## config.mk

```make
export PLATFORM = sky130hd
export DESIGN_NAME = hostport_ack_pack
export DESIGN_NICKNAME = d
export VERILOG_FILES = /design/src/rtl/hp_pkg.sv /design/src/rtl/hp_cfg_regs.sv /design/src/rtl/hp_pack_dp.sv /design/src/rtl/hp_handshake.sv /design/src/rtl/hostport_ack_pack.sv
export SDC_FILE = /design/constraint.sdc
export NUM_CORES = 1
export LEC_CHECK = 0
export BUFFER_PORTS_ARGS = -buffer_cell sky130_fd_sc_hd__buf_2
export CAP_MARGIN = 20
export CORE_MARGIN = 2
export CORE_UTILIZATION = 50
export CTS_CLUSTER_SIZE = 24
export DETAILED_ROUTE_END_ITERATION = 8
export GPL_TIMING_DRIVEN = 0
export PLACE_DENSITY = 0.81
export SLEW_MARGIN = 20
export SYNTH_ARGS = -nofsm -noshare
export SYNTH_HDL_FRONTEND = slang
export SYNTH_HIERARCHICAL = 1
export SYNTH_SLANG_ARGS = --single-unit
```

## constraint.sdc

```tcl
create_clock -name clk -period 3.99 [get_ports clk]
set_input_delay 0.1995 -clock clk [delete_from_list [all_inputs] [get_ports clk]]
set_output_delay 0.1995 -clock clk [all_outputs]
set_load 0.005 [all_outputs]
```

## src/rtl/hp_pkg.sv

```systemverilog
// Shared types for the host port acknowledge and packing interface.
// Assumes a word of at most three narrow host cycles (2-bit position).
package hp_pkg;

    // handshake state of one host strobe
    typedef enum logic [1:0] {
        HS_IDLE = 2'd0,
        HS_WAIT = 2'd1,
        HS_HOLD = 2'd2
    } hs_state_e;

    // control field as written at configuration address 0
    typedef struct packed {
        logic [1:0] beats;
        logic       wide16;
        logic       invert;
        logic       ready_mode;
    } hp_ctrl_t;

    localparam int CTRL_W = 5;
    localparam int POS_W  = 2;

endpackage

```

## src/rtl/hp_cfg_regs.sv

```systemverilog
// Configuration storage: control field (handshake mode, polarity, path
// width, cycles per word) and target page. The ready-mode bit takes its
// value from the two straps on every reset cycle, and the invert bit
// clears. Assumes CFG_W >= PAGE_W and CFG_W >= CTRL_W.
module hp_cfg_regs
    import hp_pkg::*;
#(
    parameter int PAGE_W = 8,
    parameter int CFG_W  = 8
) (
    input  logic              clk,
    input  logic              rst_n,
    input  logic              strap_a,
    input  logic              strap_b,
    input  logic              cfg_wr,
    input  logic              cfg_addr,
    input  logic [CFG_W-1:0]  cfg_wdata,
    output hp_ctrl_t          ctrl,
    output logic [PAGE_W-1:0] page,
    output logic [POS_W-1:0]  last_idx
);

    // strap-loaded reset, then software rewrite of either register
    always_ff @(posedge clk) begin
        if (!rst_n) begin
            ctrl.ready_mode <= strap_a ~^ strap_b;
            ctrl.invert     <= 1'b0;
            ctrl.wide16     <= 1'b0;
            ctrl.beats      <= 2'd1;
            page            <= '0;
        end else if (cfg_wr) begin
            if (cfg_addr == 1'b0) begin
                ctrl <= hp_ctrl_t'(cfg_wdata[CTRL_W-1:0]);
            end else begin
                page <= cfg_wdata[PAGE_W-1:0];
            end
        end
    end

    // position index of the final cycle of a word
    always_comb begin
        case (ctrl.beats)
            2'd2:    last_idx = POS_W'(1);
            2'd3:    last_idx = POS_W'(2);
            default: last_idx = POS_W'(0);
        endcase
    end

endmodule

```

## src/rtl/hp_pack_dp.sv

```systemverilog
// Packing datapath: keeps the word position, the 24-bit assembly/prefetch
// buffer, the low address and the attributes of the current cycle. It
// places host lanes into the word and selects the lane to read back.
// Assumes LO_W <= HW and that the host holds its data while strobing.
module hp_pack_dp
    import hp_pkg::*;
#(
    parameter int HW   = 16,
    parameter int IW   = 24,
    parameter int LO_W = 16
) (
    input  logic             clk,
    input  logic             rst_n,
    input  logic             wide16,
    input  logic [POS_W-1:0] last_idx,
    input  logic             cs_any,
    input  logic             cs_io_sel,
    input  logic             hwr,
    input  logic             hale,
    input  logic [HW-1:0]    hdata_in,
    input  logic             start,
    input  logic             finish,
    input  logic             rd_load,
    input  logic [IW-1:0]    int_rdata,
    output logic [HW-1:0]    hdata_out,
    output logic             need_acc,
    output logic [POS_W-1:0] pos,
    output logic [LO_W-1:0]  addr_lo,
    output logic [IW-1:0]    word,
    output logic             cur_we,
    output logic             cur_io
);

    localparam int EXT_W = IW + HW;
    localparam int OFF_W = $clog2(EXT_W);

    logic             cur_adr;
    logic [HW-1:0]    lane_mask;
    logic [OFF_W-1:0] lane_w;
    logic [OFF_W-1:0] off;
    logic [EXT_W-1:0] ins_ext;
    logic [EXT_W-1:0] msk_ext;
    logic [EXT_W-1:0] rd_ext;
    logic [IW-1:0]    merged;
    logic             unused_hi;

    // lane geometry for the selected path width and current position
    always_comb begin
        lane_mask = wide16 ? {HW{1'b1}} : HW'({(HW/2){1'b1}});
        lane_w    = wide16 ? OFF_W'(HW) : OFF_W'(HW/2);
        off       = OFF_W'(pos) * lane_w;
        ins_ext   = EXT_W'(hdata_in) << off;
        msk_ext   = EXT_W'(lane_mask) << off;
        rd_ext    = EXT_W'(word) >> off;
        merged    = (word & ~msk_ext[IW-1:0]) | (ins_ext[IW-1:0] & msk_ext[IW-1:0]);
        hdata_out = rd_ext[HW-1:0] & lane_mask;
        unused_hi = ^{ins_ext[EXT_W-1:IW], msk_ext[EXT_W-1:IW], rd_ext[EXT_W-1:HW]};
    end

    // an access is due on the first read cycle or the last write cycle
    always_comb begin
        need_acc = hwr ? (pos == last_idx) : (pos == POS_W'(0));
    end

    // word position: cleared without a select, stepped on strobe release
    always_ff @(posedge clk) begin
        if (!rst_n || !cs_any) begin
            pos <= '0;
        end else if (finish && !cur_adr) begin
            pos <= (pos == last_idx) ? '0 : pos + POS_W'(1);
        end
    end

    // attributes of the cycle being served, latched when its strobe is taken
    always_ff @(posedge clk) begin
        if (!rst_n) begin
            cur_we  <= 1'b0;
            cur_io  <= 1'b0;
            cur_adr <= 1'b0;
        end else if (start) begin
            cur_we  <= hwr;
            cur_io  <= cs_io_sel;
            cur_adr <= hale;
        end
    end

    // word buffer: merge write lanes, or take the prefetched read word
    always_ff @(posedge clk) begin
        if (!rst_n) begin
            word <= '0;
        end else if (start && !hale && hwr) begin
            word <= merged;
        end else if (rd_load) begin
            word <= int_rdata;
        end
    end

    // low address, loaded by address cycles
    always_ff @(posedge clk) begin
        if (!rst_n) begin
            addr_lo <= '0;
        end else if (start && hale) begin
            addr_lo <= hdata_in[LO_W-1:0];
        end
    end

endmodule

```

## src/rtl/hp_handshake.sv

```systemverilog
// Per-strobe handshake: takes a new strobe, issues a one-cycle internal
// request when the datapath asks for one, waits for done, then holds
// until the host releases the strobe. Builds the ACK-mode or ready-mode
// level and applies the polarity bit. Assumes the strobe is held until
// acknowledged and that done follows each request exactly once.
module hp_handshake
    import hp_pkg::*;
(
    input  logic clk,
    input  logic rst_n,
    input  logic strobe,
    input  logic hale,
    input  logic need_acc,
    input  logic int_done,
    input  logic ready_mode,
    input  logic invert,
    output logic start,
    output logic finish,
    output logic waiting,
    output logic int_req,
    output logic hack_act,
    output logic hack
);

    hs_state_e state;

    // strobe events seen by the datapath
    always_comb begin
        start   = (state == HS_IDLE) && strobe;
        finish  = (state == HS_HOLD) && !strobe;
        waiting = (state == HS_WAIT);
    end

    // strobe sequencing: idle -> (wait for done) -> hold -> idle
    always_ff @(posedge clk) begin
        if (!rst_n) begin
            state <= HS_IDLE;
        end else begin
            case (state)
                HS_IDLE: if (strobe) state <= (!hale && need_acc) ? HS_WAIT : HS_HOLD;
                HS_WAIT: if (int_done) state <= HS_HOLD;
                HS_HOLD: if (!strobe) state <= HS_IDLE;
                default: state <= HS_IDLE;
            endcase
        end
    end

    // one-cycle internal request on entry to the wait state
    always_ff @(posedge clk) begin
        if (!rst_n) begin
            int_req <= 1'b0;
        end else begin
            int_req <= start && !hale && need_acc;
        end
    end

    // acknowledge level: ACK mode asserts when done, ready mode drops while pending
    always_comb begin
        if (ready_mode) begin
            hack_act = !(strobe && (state != HS_HOLD));
        end else begin
            hack_act = (state == HS_HOLD);
        end
        hack = hack_act ^ invert;
    end

endmodule

```

## src/rtl/hostport_ack_pack.sv

```systemverilog
// Host port acknowledge and packing interface, top level. Decodes the two
// chip selects, joins narrow host cycles into internal words and drives
// the acknowledge line. Assumes host signals are synchronous to clk and
// that configuration is written only while both chip selects are low.
module hostport_ack_pack
    import hp_pkg::*;
#(
    parameter int HW     = 16,
    parameter int IW     = 24,
    parameter int LO_W   = 16,
    parameter int PAGE_W = 8,
    parameter int CFG_W  = 8,
    localparam int AW    = PAGE_W + LO_W
) (
    input  logic             clk,
    input  logic             rst_n,
    input  logic             strap_a,
    input  logic             strap_b,
    input  logic             cfg_wr,
    input  logic             cfg_addr,
    input  logic [CFG_W-1:0] cfg_wdata,
    input  logic             hcs_mem,
    input  logic             hcs_io,
    input  logic             hrd,
    input  logic             hwr,
    input  logic             hale,
    input  logic [HW-1:0]    hdata_in,
    output logic [HW-1:0]    hdata_out,
    output logic             hack,
    output logic             int_req,
    output logic             int_we,
    output logic             int_io,
    output logic [AW-1:0]    int_addr,
    output logic [IW-1:0]    int_wdata,
    input  logic [IW-1:0]    int_rdata,
    input  logic             int_done
);

    hp_ctrl_t          ctrl;
    logic [PAGE_W-1:0] page;
    logic [POS_W-1:0]  last_idx;
    logic [POS_W-1:0]  pos;
    logic [LO_W-1:0]   addr_lo;
    logic              cs_any;
    logic              cs_io_sel;
    logic              strobe;
    logic              start;
    logic              finish;
    logic              waiting;
    logic              need_acc;
    logic              rd_load;
    logic              hack_act;
    logic              ready_mode;
    logic              invert;

    // select decode and strobe qualification
    always_comb begin
        cs_any     = hcs_mem || hcs_io;
        cs_io_sel  = hcs_io && !hcs_mem;
        strobe     = cs_any && (hrd || hwr);
        rd_load    = waiting && int_done && !int_we;
        ready_mode = ctrl.ready_mode;
        invert     = ctrl.invert;
        int_addr   = {page, addr_lo};
    end

    hp_cfg_regs #(
        .PAGE_W (PAGE_W),
        .CFG_W  (CFG_W)
    ) i_cfg (
        .clk       (clk),
        .rst_n     (rst_n),
        .strap_a   (strap_a),
        .strap_b   (strap_b),
        .cfg_wr    (cfg_wr),
        .cfg_addr  (cfg_addr),
        .cfg_wdata (cfg_wdata),
        .ctrl      (ctrl),
        .page      (page),
        .last_idx  (last_idx)
    );

    hp_pack_dp #(
        .HW   (HW),
        .IW   (IW),
        .LO_W (LO_W)
    ) i_dp (
        .clk       (clk),
        .rst_n     (rst_n),
        .wide16    (ctrl.wide16),
        .last_idx  (last_idx),
        .cs_any    (cs_any),
        .cs_io_sel (cs_io_sel),
        .hwr       (hwr),
        .hale      (hale),
        .hdata_in  (hdata_in),
        .start     (start),
        .finish    (finish),
        .rd_load   (rd_load),
        .int_rdata (int_rdata),
        .hdata_out (hdata_out),
        .need_acc  (need_acc),
        .pos       (pos),
        .addr_lo   (addr_lo),
        .word      (int_wdata),
        .cur_we    (int_we),
        .cur_io    (int_io)
    );

    hp_handshake i_hs (
        .clk        (clk),
        .rst_n      (rst_n),
        .strobe     (strobe),
        .hale       (hale),
        .need_acc   (need_acc),
        .int_done   (int_done),
        .ready_mode (ready_mode),
        .invert     (invert),
        .start      (start),
        .finish     (finish),
        .waiting    (waiting),
        .int_req    (int_req),
        .hack_act   (hack_act),
        .hack       (hack)
    );

endmodule

```

==> After elaboration in Yosys (flattened, before gate mapping) <==
Cells that the tools add are included.
Widths: inputs -> output; s select.
{ "totals": {"output_inout_bits": 68, "wordCells": 84, "input_bits": 60, "register_bits": 61} }
{ "classes": {"add_sub_neg": 1, "n_bitwise": 8, "reduce_logical": 31, "n_mul": 1, "n_eq_ne": 11, "muxes": 16, "shifts": 3} }
{ "ops": {"columns": ["cell", "count"], "rows": [
  ["$and 24x24->24", 2],
  ["$mux 24", 2],
  ["$shl 16x6->24", 2],
  ["$not 24->24", 1],
  ["$or 24x24->24", 1],
  ["$shr 24x6->16", 1],
  ["$and 16x16->16", 1],
  ["$mux 16", 1],
  ["$logic_and 1x1->1", 13],
  ["$mux 2", 5],
  ["$logic_not 1->1", 8],
  ["$ne 2x2->1 const B", 4],
  ["$eq 2x2->1 const B", 3],
  ["$mul 2x6->6", 1],
  ["$pmux 2 s3", 1],
  ["$reduce_and 2->1", 3],
  ["$mux 1", 5],
  ["$mux 5", 1],
  ["$logic_not 2->1", 2],
  ["$ne 2x1->1 const B", 2],
  ["$pmux 2 s2", 1],
  ["$logic_or 1x1->1", 3],
  ["$reduce_and 3->1", 1],
  ["$add 2x1->2 const B", 1],
  ["6 further kinds", 6]
]} }

==> Depth between registers and ports, before layout <==
Gate-level depths: netlist (run 1).
{ "logic_depth": {"word_depth": 8, "ltp_mapped": 9} }

==> By module <==
The synthesis (run 1) kept the hierarchy.
{ "by_module_without_submodules": {"columns": ["module", "n_inst", "seq_area_each_um2", "area_each_um2", "cells_each"], "rows": [
  ["hp_pack_dp", 1, 900.9, 2711.4, 328],
  ["hp_cfg_regs", 1, 270.3, 548.0, 57],
  ["hp_handshake", 1, 60.1, 170.2, 18],
  ["hostport_ack_pack", 1, 0.0, 33.8, 4]
]} }

==> Least setup slack after synthesis (run 1) <==
Ideal clock, no wire load.
{ "synth_timing": {"kind": "register -> register", "from": "reg, netlist name i_cfg/ctrl[2]", "to": "reg (tool-made name)", "period_less_slack_ps": 1914, "stages_incl_launch_ff": 9, "setup_ps": 86, "required_ps": 3904, "path_buffers": 2, "path_slack_ps": 2076, "arrival_ps": 1828, "path_cell_list": "dfxtp_1 -> buf_2 -> nor2_1 -> ha_1 -> xnor2_1 -> a32o_2 -> nor2b_4 -> buf_6 -> a221oi_2"} }

==> Worst setup path after layout (run 1) <==
{ "layout_timing": {"from": "reg, netlist name i_cfg/ctrl[2]", "to": "out hdata_out[3]"} }
{ "layout_via": {"elab_chain_cells": 4} }
{ "layout_rtl": {"columns": ["element", "line", "source"], "rows": [
  ["$mux 5", "hp_pack_dp.sv:50", "lane_w = wide16 ? OFF_W'(HW) : OFF_W'(HW/2);"],
  ["$mul 2x6->6", "hp_pack_dp.sv:51", "off = OFF_W'(pos) * lane_w;"],
  ["$shr 24x6->16", "hp_pack_dp.sv:54", "rd_ext = EXT_W'(word) >> off;"],
  ["$and 16x16->16", "hp_pack_dp.sv:56", "hdata_out = rd_ext[HW-1:0] & lane_mask;"],
  ["to (decl)", "hostport_ack_pack.sv:28", "output logic [HW-1:0] hdata_out,"]
]} }
No other way between the ends.

==> results of run 1 <==
## worst max-delay path: stages (launching register included)
cell and delay (ns):
dfxtp_1 0.46, buf_2 0.27, nor2_1 0.08, ha_1 0.28, xnor2_2 0.41, clkbuf_1 0.43
a21oi_1 0.11, buf_2 0.15
## stage by stage
step	instance area (um2)	util	setup slack (ns)
CTS	4370	0.647	1.30
finish	4370	0.647	1.25
floorplan	3460	-	2.08
detailed placement	4190	0.620	1.68
global route	4370	0.647	1.12
global placement	4190	0.620	1.72
## layer usage
| layer | vias to the layer above | wire (um) | GRT usage |
|---|---|---|---|
| met5 | - | 0 | 0 |
| li1 | 1694 | - | - |
| met3 | 26 | 669 | 0.0379 |
| met4 | 0 | 289 | 0.109 |
| met2 | 172 | 4700 | 0.421 |
| met1 | 1651 | 4040 | 0.310 |
## area by class of cell
type                            instances  area, um2  share of cell area
Buffer                                 31        173              0.0395
Clock buffer                           12        155              0.0355
Clock inverter                          4       30.0             0.00686
Inverter                               21       78.8              0.0180
Multi-Input combinational cell        294       1980               0.453
Sequential cell                        61       1230               0.281
Tap cell                               80        100              0.0229
Timing Repair Buffer                  125        626               0.143
## placed cells by master (no fill, tap or decap), drive strengths merged, types with 13 or more instances in the layout
cell,n
buf,142
nand2,80
dfxtp,60
o21ai,32
clkbuf,26
a21boi,25
inv,23
a221oi,16
mux2i,14
a21oi,13
## power breakdown
group,internal (uW),switching (uW),leakage (uW)
Combinational,134,148,0.00132
Sequential,655,31.3,0.000501
Clock,262,256,0.0000896
## cells by family (layout without fill, tap and decap cells)
logic type | after synthesis | count (layout) | share of synthesized area
AOI/OAI and AO/OA | 113 | 113 | 0.267
xor gates and xnor gates | 6 | 6 | 0.0173
adders and majority gates | 2 | 2 | 0.00722
buffers and inverters | 52 | 193 | 0.0726
DFF | 61 | 61 | 0.355
muxes | 15 | 15 | 0.0437
and+or+nand+nor | 158 | 158 | 0.236
## worst paths after layout
kind,startpoint,endpoint,slack [ns]
setup reg to reg,i_cfg/ctrl[2],flop,1.65
hold / removal,cfg_wdata[3],i_cfg/ctrl[3],0.11
setup / recovery,i_cfg/ctrl[2],hdata_out[3],1.25
hold reg to reg,i_dp/addr_lo[8],i_dp/addr_lo[8],0.46
==> out/qor.txt, run 1 <==
Post-detailed-route DRC marker count - 0
Via/cell ratio - 5.64
IO Pins - 128
Initial antenna violation count - 0
Starting density of the core - 0.513
Synth unique cells - 50
First DRT Iteration DRCs - 242
Worst slew margin - 0.645
CTS tree - built
Status - finished clean
Post-CTS setup buffers - 0
Worst setup EP type - output pin
Design Power - 1490 uW
Largest area contributor in the netlist - dfxtp_1
Routed WL - 9700 um
Hpwl dp - 7420 um
GRT Util Overall - 0.247
Synth area leaders - dfxtp_1, nand2_1, a221oi_2, a21boi_0, mux2i_1
Post-route clock period utilization - 0.686
EDFF count, synth - 1
Sink Count - 61
Gate Count Post-Synth - 407
Area growth, synth to finish - 26.3%
MaxCap Viol Count - 0
Avg Inst Size Synth - 8.51 um2
Chip height - 87.2 um
Placed insts - 612
Final nets - 605
Max Fclk - 365 MHz
Top cell type's share of synthesized area - 0.347
Port Buffers - 125
Worst-Skew Late Latency - 0.34 ns
Site Rows - 30
R2R depth - 7
Power density cells - 340 mW/mm2
Crit Path Category - reg2out
LEAKAGE - 0.00191 uW
Synthesized flop and latch total - 61
Commonest cells post-synth - nand2_1, dfxtp_1, o21ai_0
Largest net degree at the start of global routing - 19
CP startpoint kind - flop
Remaining antenna violation count - 0
Core Box Area - 0.00676 mm2
Syn Nets - 469
Skew final - 0.00943 ns
Total gr overflow - 0
Worst Hold Depth - 3
RSZ-0062 raised after global routing - no
Chip width - 87.2 um
Final Hold Viols - 0
Most numerous cell in the Yosys netlist - nand2_1
Placer congestion estimate - 0.950
Final-layout fill cell count - 602
Hold_ws - 0.113 ns
CTS Hold Bufs - 0
Crit Path Max Fanout - 10
Async SR Flop Fraction - 0
Setup violators final - 0
Die area - 0.00761 mm2
First-pass GRT wire length - 14700 um
Worst-case clock buffer depth - 2
Measured slew at the worst slew-check pin - 0.532 ns
Max IR drop VDD - 0.184 mV
Non-Filler Instances - 628
Via count - 3543
Final Max Slew Viols - 0
Proportion of layout cells with a drive suffix above 1 - 0.363
Total Neg Setup Slack - 0 ns
Top_reg_cell synth - dfxtp_1
Post-Syn Area - 0.00346 mm2
Register area share after synthesis - 0.355
Yosys warning total - 6
WP data required - 3.79 ns
Hold/Removal Path Class - in2reg
Clk slew on worst S/H paths - 0.07 ns
Resized cells post-CTS - 0
Initial DRT Pass Iterations - 5
H-tree depth - 3
Vias in the first global route - 3148
CTS Root Cell - clkbuf_8
Num CTS Buffers - 9
Antenna diodes - 0
Routed length per placed instance - 15.4 um
Tmin final - 2.74 ns
CP arrival - 2.54 ns
(Power assumes the default switching activity.)
==> run 2, diff against run 1 <==
==> constraint.sdc (replaced) <==
create_clock -name clk -period 2.52 [get_ports clk]
set_input_delay 0.126 -clock clk [delete_from_list [all_inputs] [get_ports clk]]
set_output_delay 0.126 -clock clk [all_outputs]
set_load 0.005 [all_outputs]
==> out/qor.txt, run 2 (synthesis gave the netlist of run 1 again) <==
Largest net degree at the start of global routing - 19 (unchanged)
Sink Count - 61 (unchanged)
Core Box Area - 0.00676 mm2 (unchanged)
Switching pwr - 694 uW (+59%)
First-pass GRT wire length - 14700 um (unchanged)
RSZ-0062 raised after global routing - no
Via/cell ratio - 5.55 (-1.6%)
Final nets - 605 (unchanged)
MaxCap Viol Count - 0 (unchanged)
Total Neg Setup Slack - 0 ns (unchanged)
Critical Path Start - i_cfg/ctrl[2]
Setup violators final - 0 (unchanged)
Antenna diodes - 0 (unchanged)
Switching share of power - 0.294 (+0.00141)
IO Pins - 128 (unchanged)
Final Hold Viols - 0 (unchanged)
CTS Root Cell - clkbuf_8
Routed length per placed instance - 15.4 um (-0.12%)
Crit Path Max Fanout - 10 (unchanged)
Final Max Slew Viols - 0 (unchanged)
Hold/Removal Path Class - in2reg
Num CTS Buffers - 9 (unchanged)
Starting density of the core - 0.513 (unchanged)
Commonest non-fill, non-tap cell in the layout - buf_2
H-tree depth - 3 (unchanged)
Setup ws final - 0.130 ns (-1.12 ns)
Die area - 0.00761 mm2 (unchanged)
Flop-to-flop setup slack - 0.44 ns (-1.21 ns)
CP Capture Point - hdata_out[6]
CTS tree - built
Internal power - 1660 uW (+58%)
Power density cells - 538 mW/mm2 (+58%)
Met1 Use GR - 0.310 (unchanged)
LEAKAGE - 0.00192 uW (+0.56%)
Area growth, synth to finish - 26.6%
Most frequent cells in the layout - buf_2, nand2_1, dfxtp_1
Worst-Skew Late Latency - 0.35 ns (about the same)
Crit Path Category - reg2out
Site Rows - 30 (unchanged)
Measured slew at the worst slew-check pin - 0.462 ns (-0.0701 ns)
Met3 Use GR - 0.0379 (unchanged)
Placer congestion estimate - 0.950 (unchanged)
Final core occ - 0.649 (+0.00148)
GR Util met2 - 0.421 (unchanged)
Vias in the first global route - 3148 (unchanged)
Initial antenna violation count - 0 (unchanged)
Status - finished clean
R2r startpoint - i_cfg/ctrl[2]
Grt peak-use layer - met2
Post-detailed-route DRC marker count - 0 (unchanged)
R2R depth - 7 (unchanged)
CP arrival - 2.26 ns (-0.28 ns)
Clock network fraction of total power - 0.350 (about the same)
Via count - 3485 (-1.6%)
Design Power - 2360 uW (+59%)
Total gr overflow - 0 (unchanged)
GRT Util Overall - 0.247 (unchanged)
Routed WL - 9690 um (-0.12%)
CP startpoint kind - flop
Tmin final - 2.39 ns
Seq pwr share - 0.461 (about the same)
Worst slew margin - 0.692 (+0.0467)
Skew final - 0.00968 ns (+0.000255 ns)
CTS Hold Bufs - 0 (unchanged)
Initial DRT Pass Iterations - 5 (unchanged)
Proportion of layout cells with a drive suffix above 1 - 0.372 (+0.00912)
Worst-case clock buffer depth - 2 (unchanged)
Max Fclk - 418 MHz
First DRT Iteration DRCs - 241 (-0.41%)
Hpwl dp - 7420 um (unchanged)
Port Buffers - 125 (unchanged)
Chip height - 87.2 um (unchanged)
Worst setup EP type - output pin
Final-layout fill cell count - 601 (-0.17%)
Post-route clock period utilization - 0.948
Clk slew on worst S/H paths - 0.06 ns (about the same)
Chip width - 87.2 um (unchanged)
WP data required - 2.39 ns (-1.40 ns)
Pre-CTS WS - 0.258 ns (-1.42 ns)
Gate power share - 0.189 (about the same)
Remaining antenna violation count - 0 (unchanged)
Max IR drop VDD - 0.290 mV (+58%)
[run 2: per-stage QoR]
| step | std cells | area (um2) | hold WS (ns) |
|---|---|---|---|
| 6_report | 628 | 4380 | 0.0339 |
| 5_1_grt | 628 | 4380 | 0.0403 |
| 4_1_cts | 628 | 4380 | 0.0239 |
| 3_5_place_dp | 612 | 4190 | 0.378 |
| 3_3_place_gp | 612 | 4190 | 0.369 |
| 2_1_floorplan | 407 | 3460 | 0.254 |
[run 2: layer usage]
metal  vias to the layer above  part of all wire
met1                      1618              0.42
li1                       1690                 -
met3                        25             0.065
met5                         -                 0
met2                       152              0.49
met4                         0             0.028
[run 2: worst min path at each step]
| stage | start | to | slack, ns | cells after the start |
|---|---|---|---|---|
| 6_report | cfg_wdata[3] | i_cfg/ctrl[3] | 0.03 | 3 |
| 5_1_grt | cfg_wdata[3] | i_cfg/ctrl[3] | 0.04 | 3 |
| 4_1_cts | int_done | i_hs/state[1] | 0.02 | 3 |
| 3_5_place_dp | int_done | i_hs/state[1] | 0.38 | 3 |
| 3_3_place_gp | int_done | i_hs/state[1] | 0.37 | 3 |
| 2_1_floorplan | cfg_wdata[3] | i_cfg/ctrl[3] | 0.25 | 2 |
[run 2: worst max-delay path, cell delays in order, from the launching register on]
cell	delay [ns]
dfxtp_2	0.40
clkbuf_4	0.22
nor2_1	0.07
ha_1	0.29
buf_2	0.16
clkbuf_1	0.24
a21o_1	0.21
a21oi_1	0.18
buf_2	0.15
[run 2: power by group through the flow]
stage	Clock, uW	Sequential (uW)	Combinational [uW]
floorplan	0	1100	251
global placement	0	1100	433
detailed placement	0	1110	443
CTS	831	1090	444
global route	871	1090	487
finish	826	1090	446
[run 2: cell type report]
cell class	count	area, um2	area share
clock inverters	4	30.0	0.00685
repair buffers	125	626	0.143
plain buffers	31	179	0.0408
well taps	80	100	0.0228
clock buffers	12	155	0.0354
flip-flops and latches	61	1230	0.281
inverters	21	78.8	0.0180
multi-input cells	294	1980	0.452
[run 2: timing repair]
action,4_1_cts,5_1_grt
endpoints found under the setup margin,8,16
gates resized for setup,3,3
cloned,0,0
setup buffers,0,0
==> run 3, diff against run 2 <==
--- a/config.mk
+++ b/config.mk
@@ -13,6 +13,7 @@
 export DETAILED_ROUTE_END_ITERATION = 8
 export GPL_TIMING_DRIVEN = 0
 export PLACE_DENSITY = 0.81
+export RECOVER_POWER = 100
 export SLEW_MARGIN = 20
 export SYNTH_ARGS = -nofsm -noshare
 export SYNTH_HDL_FRONTEND = slang
==> out/qor.txt, run 3 (synthesis gave the netlist of run 1 again) <==
Status - finished clean
Routed WL - 9750 um (+0.59%)
Placed insts - 612 (unchanged)
Num CTS Buffers - 9 (unchanged)
GRT Util Overall - 0.247 (unchanged)
Remaining antenna violation count - 0 (unchanged)
IO Pins - 128 (unchanged)
Via/cell ratio - 5.59 (+0.66%)
Initial antenna violation count - 0 (unchanged)
Worst setup EP type - output pin
Max IR drop VDD - 0.292 mV (+0.54%)
Gate power share - 0.180 (-0.009)
Total Neg Setup Slack - 0 ns (unchanged)
Setup violators final - 0 (unchanged)
Chip height - 87.2 um (unchanged)
Area growth, synth to finish - 22.8%
Core Box Area - 0.00676 mm2 (unchanged)
Design Power - 2330 uW (-1.2%)
Initial DRT Pass Iterations - 6 (+1)
Critical-path cell list - clkbuf_4 > nor2_1 > ha_1 > xnor2_2 > clkbuf_2 > a21oi_1 > buf_2
Proportion of layout cells with a drive suffix above 1 - 0.294 (-0.0785)
Post-route clock period utilization - 0.948 (about the same)
First DRT Iteration DRCs - 267 (+11%)
Switching pwr - 683 uW (-1.6%)
Worst-case clock buffer depth - 2 (unchanged)
Final Hold Viols - 0 (unchanged)
Sink Count - 61 (unchanged)
CTS tree - built
Hpwl dp - 7420 um (unchanged)
Switching share of power - 0.293 (-0.000956)
CTS Hold Bufs - 0 (unchanged)
Die area - 0.00761 mm2 (unchanged)
Non-Filler Instances - 628 (unchanged)
Antenna diodes - 0 (unchanged)
H-tree depth - 3 (unchanged)
Most frequent cells in the layout - buf_2, nand2_1, dfxtp_1
Vias in the first global route - 3148 (unchanged)
First-pass GRT wire length - 14700 um (unchanged)
CTS Root Cell - clkbuf_8
Power density cells - 548 mW/mm2 (+1.8%)
Clk slew on worst S/H paths - 0.07 ns (about the same)
Final Max Slew Viols - 0 (unchanged)
Clock network fraction of total power - 0.353 (+0.003)
Max Fclk - 418 MHz (about the same)
Site Rows - 30 (unchanged)
Measured slew at the worst slew-check pin - 0.807 ns (+0.345 ns)
RSZ-0062 raised after global routing - no
Post-detailed-route DRC marker count - 0 (unchanged)
Hold/Removal Path Class - in2reg
Worst slew margin - 0.462 (-0.230)
CP arrival - 2.26 ns (about the same)
MaxCap Viol Count - 0 (unchanged)
Starting density of the core - 0.513 (unchanged)
Skew final - 0.00992 ns (+0.000240 ns)
Post-CTS setup buffers - 0 (unchanged)
Placer congestion estimate - 0.950 (unchanged)
Port Buffers - 125 (unchanged)
Crit Path Category - reg2out
Seq pwr share - 0.466 (+0.005)
CP startpoint kind - flop
Internal power - 1650 uW (-1.1%)
Crit path max-delay cell type - xnor2_2
Crit Path Max Fanout - 10 (unchanged)
CP max stage delay - 0.42 ns (+0.02 ns)
Worst-Skew Late Latency - 0.34 ns (about the same)
Routed length per placed instance - 15.5 um (+0.59%)
Chip width - 87.2 um (unchanged)
Tmin final - 2.39 ns (+0.000132 ns)
Final nets - 605 (unchanged)
Flop-to-flop setup slack - 0.24 ns (-0.20 ns)
Via count - 3508 (+0.66%)
Largest net degree at the start of global routing - 19 (unchanged)
Commonest non-fill, non-tap cell in the layout - buf_2
WP data required - 2.39 ns (about the same)
LEAKAGE - 0.00178 uW (-7.4%)
Total gr overflow - 0 (unchanged)
## run 3: changes by cell type in the layout (fill, tap and decap cells not counted), moves of 2 or more
cell / previous run / this run
buf_2: 133 / 100
o21ai_2: 2 / 4
clkbuf_2: 3 / 6
o21ai_4: 2 / 0
clkbuf_1: 12 / 43
a221oi_2: 16 / 8
a221oi_1: 0 / 8
## run 3: metal layers
layer	vias to the layer above	track usage	wire length, um
li1	1689	-	-
met1	1619	0.310	4110
met2	164	0.421	4660
met3	36	0.0379	637
met4	0	0.109	340
met5	-	0	0
## run 3: layout make-up
cell class | instances | area, um2
flip-flops and latches | 61 | 1230
plain buffers | 31 | 164
multi-input cells | 294 | 1900
clock buffers | 12 | 155
fillers | 640 | 2500
inverters | 21 | 78.8
well taps | 80 | 100
clock inverters | 4 | 30.0
repair buffers | 125 | 592
## run 3: repair_timing
item | CTS | global route
endpoints found under the hold margin | 0 | 0
resized for setup | 3 | 3
setup endpoints to repair | 8 | 16
## run 3: worst max-delay path: cells and delay by family, from the launching register on
| kind | cells | cell delay (ns) |
|---|---|---|
| AOI/OAI and AO/OA | 1 | 0.08 |
| xor gates and xnor gates | 1 | 0.42 |
| adders and majority gates | 1 | 0.28 |
| buffers and inverters | 3 | 0.68 |
| DFF | 1 | 0.40 |
| and+or+nand+nor | 1 | 0.07 |
## run 3: metrics by stage
step	utilization	hold slack, ns	instance area (um2)	setup slack, ns
2_1_floorplan	-	0.254	3460	0.606
3_3_place_gp	0.620	0.369	4190	0.301
3_5_place_dp	0.620	0.378	4190	0.258
4_1_cts	0.648	0.0239	4380	0.0495
5_1_grt	0.629	0.0405	4250	0.0127
6_report	0.629	0.0360	4250	0.130
## run 3: power groups by stage
| stage | sequential, uW | clock [uW] | combinational (uW) |
|---|---|---|---|
| 2_1_floorplan | 1100 | 0 | 251 |
| 3_3_place_gp | 1100 | 0 | 433 |
| 3_5_place_dp | 1110 | 0 | 443 |
| 4_1_cts | 1090 | 831 | 444 |
| 5_1_grt | 1090 | 871 | 459 |
| 6_report | 1090 | 823 | 420 |
## run 3: final timing paths
check              startpoint                to  depth (start not counted)
max             i_cfg/ctrl[2]      hdata_out[6]                          7
min              cfg_wdata[3]     i_cfg/ctrl[3]                          3
min reg2reg  i_dp/addr_lo[12]  i_dp/addr_lo[12]                          2
max reg2reg     i_hs/state[0]              flop                          8
